`src/rtl/can_intid_pkg.sv`:
```
package can_intid_pkg;
  localparam int unsigned CODE_W = 16;
  localparam logic [CODE_W-1:0] CODE_NONE = 16'h0000;
  localparam logic [CODE_W-1:0] CODE_STAT = 16'h8000;
endpackage

```
`src/rtl/can_intid_obj_enc.sv`:
```
// Lowest set index wins; code is index+1.
module can_intid_obj_enc #(
  parameter int unsigned NUM_OBJ = 32
) (
  input  logic [NUM_OBJ-1:0]                   pend_i,
  output logic                                 any_o,
  output logic [can_intid_pkg::CODE_W-1:0]     code_o
);
  import can_intid_pkg::*;

  logic [NUM_OBJ-1:0] hit;
  logic [NUM_OBJ-1:0] seen;
  logic [CODE_W-1:0]  term [NUM_OBJ];

  for (genvar k = 0; k < NUM_OBJ; k++) begin : g_bit
    if (k == 0) begin : g_first
      assign hit[k]  = pend_i[k];
      assign seen[k] = pend_i[k];
    end else begin : g_rest
      assign hit[k]  = pend_i[k] & ~seen[k-1];
      assign seen[k] = seen[k-1] | pend_i[k];
    end
    assign term[k] = hit[k] ? CODE_W'(k + 1) : CODE_NONE;
  end

  always_comb begin
    code_o = CODE_NONE;
    for (int unsigned k = 0; k < NUM_OBJ; k++) code_o = code_o | term[k];
  end

  assign any_o = seen[NUM_OBJ-1];
endmodule

```
`src/rtl/can_intid_reg.sv`:
```
module can_intid_reg (
  input  logic                             clk_i,
  input  logic                             rst_ni,
  input  logic                             stat_pend_i,
  input  logic                             obj_any_i,
  input  logic [can_intid_pkg::CODE_W-1:0] obj_code_i,
  output logic [can_intid_pkg::CODE_W-1:0] id_q_o
);
  import can_intid_pkg::*;

  logic [CODE_W-1:0] id_d;

  always_comb begin
    if (stat_pend_i)    id_d = CODE_STAT;
    else if (obj_any_i) id_d = obj_code_i;
    else                id_d = CODE_NONE;
  end

  always_ff @(posedge clk_i or negedge rst_ni) begin
    if (!rst_ni) id_q_o <= CODE_NONE;
    else         id_q_o <= id_d;
  end
endmodule

```
`src/rtl/can_intid_irq.sv`:
```
module can_intid_irq (
  input  logic                             en_i,
  input  logic [can_intid_pkg::CODE_W-1:0] id_i,
  output logic                             irq_o
);
  assign irq_o = en_i & (|id_i);
endmodule

```
`src/rtl/can_intid_top.sv`:
```
module can_intid_top #(
  parameter int unsigned NUM_OBJ = 32
) (
  input  logic                             clk_i,
  input  logic                             rst_ni,
  input  logic [NUM_OBJ-1:0]               obj_pend_i,
  input  logic                             stat_pend_i,
  input  logic                             int_en_i,
  output logic [can_intid_pkg::CODE_W-1:0] int_id_o,
  output logic                             irq_o
);
  import can_intid_pkg::*;

  logic              obj_any;
  logic [CODE_W-1:0] obj_code;

  can_intid_obj_enc #(.NUM_OBJ(NUM_OBJ)) u_enc (
    .pend_i (obj_pend_i),
    .any_o  (obj_any),
    .code_o (obj_code)
  );

  can_intid_reg u_reg (
    .clk_i       (clk_i),
    .rst_ni      (rst_ni),
    .stat_pend_i (stat_pend_i),
    .obj_any_i   (obj_any),
    .obj_code_i  (obj_code),
    .id_q_o      (int_id_o)
  );

  can_intid_irq u_irq (
    .en_i  (int_en_i),
    .id_i  (int_id_o),
    .irq_o (irq_o)
  );
endmodule

```
`config.mk`:
```
export PLATFORM = sky130hd
export DESIGN_NAME = can_intid_top
export DESIGN_NICKNAME = d
export VERILOG_FILES = /design/src/rtl/can_intid_pkg.sv /design/src/rtl/can_intid_obj_enc.sv /design/src/rtl/can_intid_reg.sv /design/src/rtl/can_intid_irq.sv /design/src/rtl/can_intid_top.sv
export SDC_FILE = /design/constraint.sdc
export NUM_CORES = 1
export LEC_CHECK = 0
export BUFFER_PORTS_ARGS = -buffer_cell sky130_fd_sc_hd__buf_2
export CORE_MARGIN = 5
export CORE_UTILIZATION = 44
export CTS_BUF_LIST = sky130_fd_sc_hd__clkbuf_8
export DETAILED_ROUTE_END_ITERATION = 8
export PLACE_DENSITY_LB_ADDON = 0.1
export SLEW_MARGIN = 20
export SYNTH_ARGS = -nofsm -noshare
export SYNTH_HDL_FRONTEND = slang
export SYNTH_SLANG_ARGS = --single-unit
export TNS_END_PERCENT = 1
```
`constraint.sdc`:
```
create_clock -name clk_i -period 1.8 [get_ports clk_i]
set_input_delay 0.27 -clock clk_i [delete_from_list [all_inputs] [get_ports clk_i]]
set_output_delay 0.27 -clock clk_i [all_outputs]
set_load 0.05 [all_outputs]
```
After elaboration in Yosys (flattened, before gate mapping)
Index checks and enable logic that the tools add are counted.
Word-level totals
  logic and storage cells: 161
  memories: 0
  register bits after elaboration: 16
  bits in latches: 0
  ROM bits: 0
  input bits: 36
  memory bits (writable): 0
Operators by class
  reduce and logical (&&, ||, !) cells: 1
  $mul: 0
  shift operators: 0
  equality and inequality tests: 0
  divide/modulo/power cells: 0
  order comparisons: 0
  muxes and demuxes: 34
  add/subtract/negate cells: 0
  bitwise operators: 125
Operator list (number)
  16-bit OR: 31
  5-bit 2-to-1 mux: 16
  1-bit AND: 32
  16-bit 2-to-1 mux: 2
  4-bit 2-to-1 mux: 8
  1-bit NOT: 31
  1-bit OR: 31
  16-bit OR reduction: 1
  3-bit 2-to-1 mux: 4
  6-bit 2-to-1 mux: 1
  2-bit 2-to-1 mux: 2
  1-bit 2-to-1 mux: 1

Logic depth before layout (Yosys ltp)
  word-level depth: 36
  gate-level depth with buffers: 6

Cells and area by module
Synthesis repeated with hierarchy kept, for this count alone.
Unflattened totals
  cells, all modules: 129
  area, all modules: 1159.9 sq um
By module, submodules not included
  can_intid_reg: cells each 34, area an instance 570.5 sq um, times used 1
  can_intid_obj_enc: cells each 89, area an instance 551.8 sq um, times used 1
  can_intid_irq: cells each 6, area an instance 37.5 sq um, times used 1

Worst setup path after synthesis
No wires, ideal clock.
  path kind: register to output
  from: register u_reg.id_q_o[1] (netlist bit)
  to: output port irq_o
  arrival time: 1.878 ns
  path slack: -0.348 ns
  cell stages (with the launch flop): 3
  cells stage by stage: dfrtp_1 > nor3_1 > a21boi_0
Between the ends
  longest elaborated chain between the ends: 2
Ends and longest elaborated chain
  from (decl): line can_intid_reg.sv:7  | output logic [can_intid_pkg::CODE_W-1:0] id_q_o
  from (signal assigned): line can_intid_reg.sv:21  | else id_q_o <= id_d;
  16-bit OR reduction: line can_intid_irq.sv:6  | assign irq_o = en_i & (|id_i);
  1-bit AND: line can_intid_irq.sv:6
  to (decl): line can_intid_top.sv:10  | output logic irq_o
Every way passes these cells.

Final worst setup path
  from: input port obj_pend_i[4]
  to: register u_reg.id_q_o[0] (netlist bit)
Between the ends
  longest elaborated chain between the ends: 33
  elaborated cells between the ends (all ways): 99
  classes of those cells: mux: 16; bitwise: 83
Ends and longest elaborated chain
  from (decl): line can_intid_top.sv:6  | input logic [NUM_OBJ-1:0] obj_pend_i,
  1-bit OR (2 in series): line can_intid_obj_enc.sv:21  | assign seen[k] = seen[k-1] | pend_i[k];
  1-bit NOT / 1-bit OR (equally long branches): line can_intid_obj_enc.sv:20, can_intid_obj_enc.sv:21
  1-bit AND / 1-bit OR (equally long branches): line can_intid_obj_enc.sv:20, can_intid_obj_enc.sv:21
  3-bit 2-to-1 mux, or another cell as far along: line can_intid_obj_enc.sv:23  | assign term[k] = hit[k] ? CODE_W'(k + 1) : CODE_NONE;
  16-bit OR, or another cell as far along (22 in series): line can_intid_obj_enc.sv:28  | for (int unsigned k = 0; k < NUM_OBJ; k++) code_o = code_o | term[k];
  16-bit OR / 1-bit AND (equally long branches): line can_intid_obj_enc.sv:28, can_intid_obj_enc.sv:20
  16-bit OR / 5-bit 2-to-1 mux (equally long branches): line can_intid_obj_enc.sv:28, can_intid_obj_enc.sv:23
  16-bit OR (2 in series): line can_intid_obj_enc.sv:28
  16-bit 2-to-1 mux *: line can_intid_reg.sv:15  | else if (obj_any_i) id_d = obj_code_i;
  16-bit 2-to-1 mux *: line can_intid_reg.sv:14  | if (stat_pend_i) id_d = CODE_STAT;
  via u_reg.id_d[0]: line can_intid_reg.sv:11  | logic [CODE_W-1:0] id_d;
Mark *: on every way through the listed nets, which the timed path passes. The rest lies on a longest branch.

==> flow_summary.ini <==
[global_route]
grt_antenna_before_repair = 0
grt_pass1_vias = 852
largest_net_degree_at_the_start_of_global_routing = 8
grt_pass1_wl_mm = 3.30
grt.total_usage_pct = 16.1
grt-ovfl-total = 0

[synthesis]
synthXorXnorAreaFrac_pct = 0
synth.largest_area_cell = sky130_fd_sc_hd__dfrtp_1
yosys_warnings = 0
synthCells = 98
count_of_different_cell_masters_after_synthesis = 32
synth_compound_area_share_pct = 25.5
most_area_consuming_cells_after_synthesis = sky130_fd_sc_hd__dfrtp_1, sky130_fd_sc_hd__buf_4, sky130_fd_sc_hd__nor2_1
ys_seq_elements = 7
synth.yosys.seq_area_share_pct = 24.4
synth_top_area_share_pct = 24.4
async_reset_ff_share_pct = 100
synth_enable_flop_cells = 0
mean_post_synth_cell_area_um2 = 7.32
largest_family_of_logic_cells_by_synthesized_area = simple AND/OR/NAND/NOR gates
ys.flop_type = sky130_fd_sc_hd__dfrtp_1
mappedNetlistArea_um2 = 717
post_synth_and_or_nand_nor_area_fraction_pct = 35.8
synth_fa_ha_area_share_pct = 0
synth.mux.area_fraction_pct = 0

[worst_setup_path]
critPathCaptureType = flip-flop
worst_ep_arrival_time_ns = 1.93
timing.critical_path.from_type = input pin
worst_path_class_setup = in2reg
worst_ep_required_time_ns = 1.93
timing.critical_path.fanout_max = 4

[power_and_ir_drop]
max-vdd-ir-drop_v = 0.000288
total_power_uw = 561
leakagePower_nw = 0.534
pwr_density_cell_nw_per_um2 = 533

[sta]
rsz_0062_raised_after_global_routing = true
worst-slew-pin-transition_ns = 0.489
final_min_period_over_clock_period_pct = 99.5
layout_min_cycle_time_ns = 1.79
max_slew_violation_count = 0
timing.fmax_mhz = 558
setup_viol = 0
hold_viol = 0
setup_slack_ns = 0.00837
max_slew_margin_pct = 66.6

[cts]
cts.clk_slew.worst_paths_ns = 0.04
cts-htree-levels = 1
cts_buf_count = 3
cts.path.max_buffers = 2
cts_tree = yes
numClockSinks = 7
post_cts_buffers = 0
root_buffer = sky130_fd_sc_hd__clkbuf_8

[detailed_routing]
routed_wl_mm = 2.06
starting_drt_drc_count = 19
vias_per_cell = 5.42
drc = 0
drt_first_pass_iters = 4
detailroute.via_count = 921
final_antenna_net_count = 0
route.detailed.wl_per_inst_um = 12.1

[finish]
final_nets = 191
layout_top_registers = u_reg.id_q_o (7)
num_antenna_cells = 0
final-instance-count-excl-fill = 170
register_name_with_the_most_flops = u_reg.id_q_o
area_delta_synth_final_pct = 46.8
final_cell_utilization_of_the_core_pct = 69.0
drive_above_1_share_pct = 40.9
max_ffs_per_register = 7

[job]
drv.max_cap_violation_count = 0

[placed_design]
numPlacedInstances = 165
place.detailed.hpwl_mm = 1.77
dpl_worst_slack_ns = -0.300
routabilityCongestion = 0.832
port_buffers = 43

[floorplan]
std_cell_rows = 14
initial_core_util_pct = 47.0
placeableCoreArea_um2 = 1520
die_area_um2 = 2540
die_w_um = 50.4
die_h_um = 50.4
design.portCount = 53

[status]
outcome = completed

[min_path]
hold_path.class = in2reg
==> synthesized netlist by cell type, types with 2 or more instances <==
master                     number
sky130_fd_sc_hd__a211oi_1       2
sky130_fd_sc_hd__a21oi_1        9
sky130_fd_sc_hd__buf_4          9
sky130_fd_sc_hd__dfrtp_1        7
sky130_fd_sc_hd__inv_1          7
sky130_fd_sc_hd__nand2_1        5
sky130_fd_sc_hd__nand3_1        3
sky130_fd_sc_hd__nor2_1        17
sky130_fd_sc_hd__nor3_1         7
sky130_fd_sc_hd__nor3b_1        2
sky130_fd_sc_hd__nor4_1         4
sky130_fd_sc_hd__o21bai_1       2
sky130_fd_sc_hd__o31ai_1        2
sky130_fd_sc_hd__or4_1          4
==> cells in the final DEF, fill, tap and decap left out, types with 2 or more instances in the layout <==
cell                       instances
sky130_fd_sc_hd__o21bai_1          2
sky130_fd_sc_hd__o31ai_1           2
sky130_fd_sc_hd__buf_2            43
sky130_fd_sc_hd__nand2_1           5
sky130_fd_sc_hd__a21oi_1           9
sky130_fd_sc_hd__nor4_1            4
sky130_fd_sc_hd__nand3_1           3
sky130_fd_sc_hd__inv_1             8
sky130_fd_sc_hd__nor3_1            7
sky130_fd_sc_hd__or4_4             2
sky130_fd_sc_hd__dfrtp_1           7
sky130_fd_sc_hd__nor2_1           17
sky130_fd_sc_hd__or4_1             2
sky130_fd_sc_hd__clkbuf_8          3
sky130_fd_sc_hd__conb_1            9
sky130_fd_sc_hd__buf_4            10
sky130_fd_sc_hd__nor3b_1           2
==> what timing repair did <==
item                                    4_1_cts  5_1_grt
hold endpoints to repair                      7        0
endpoints found under the setup margin        3        3
hold buffers                                  1        0
pin swaps                                     1        0
gates resized for setup                       1        2
==> power breakdown <==
| group | switching [mW] | internal (mW) |
|---|---|---|
| Combinational | 0.126 | 0.0657 |
| Clock | 0.0576 | 0.146 |
| Sequential | 0.00190 | 0.163 |
==> layer usage <==
| metal | up-vias | share of wire, % | global-route usage (%) |
|---|---|---|---|
| li1 | 467 | - | - |
| met1 | 415 | 38 | 19.6 |
| met2 | 37 | 52 | 26.8 |
| met3 | 2 | 9.2 | 3.55 |
| met4 | 0 | 0.87 | 7.66 |
| met5 | - | 0 | 0 |
==> per-stage QoR <==
| step | hold slack, ns | TNS (ns) | instance area (um^2) |
|---|---|---|---|
| final | 0.232 | 0 | 1050 |
| after global routing | 0.226 | -0.0554 | 1050 |
| after CTS | 0.227 | 0 | 1040 |
| after detailed placement | 0.104 | -1.34 | 985 |
| after global placement | 0.104 | -1.16 | 985 |
| after floorplan | -0.0256 | -0.327 | 747 |
==> path summary, 6_finish.rpt <==
path                               start                    endpoint  slack [ns]  cells past startpoint
min in group asynchronous         rst_ni   u_reg.id_q_o[5]$_DFF_PN0_        0.42                      2
max                        obj_pend_i[4]   u_reg.id_q_o[0]$_DFF_PN0_       0.008                      6
max in group asynchronous         rst_ni   u_reg.id_q_o[3]$_DFF_PN0_        1.23                      2
min                          stat_pend_i  u_reg.id_q_o[15]$_DFF_PN0_        0.23                      1
==> kinds of logic (layout without fill, tap and decap cells) <==
| logic type | Yosys count | count (layout) |
|---|---|---|
| buf+inv | 17 | 65 |
| other cells | 1 | 9 |
| simple gates | 47 | 47 |
| flops | 7 | 7 |
| compound gates | 26 | 26 |
==> worst max-delay path, cell delays in order <==
cell and delay [ns]:
sky130_fd_sc_hd__buf_2 0.10, sky130_fd_sc_hd__or4_4 0.53, sky130_fd_sc_hd__or4_4 0.47, sky130_fd_sc_hd__buf_4 0.17, sky130_fd_sc_hd__o21bai_1 0.16, sky130_fd_sc_hd__a41oi_1 0.22
==> final cells by class <==
| cell class | count | area (um^2) |
|---|---|---|
| timing repair buffer | 54 | 300 |
| tap | 16 | 20.0 |
| sequential | 7 | 175 |
| clock buffer | 3 | 41.3 |
| fill | 150 | 472 |
| multi-input combinational | 82 | 485 |
| inverter | 7 | 26.3 |
| clock inverter | 1 | 3.75 |
(Power assumes the default switching activity.)
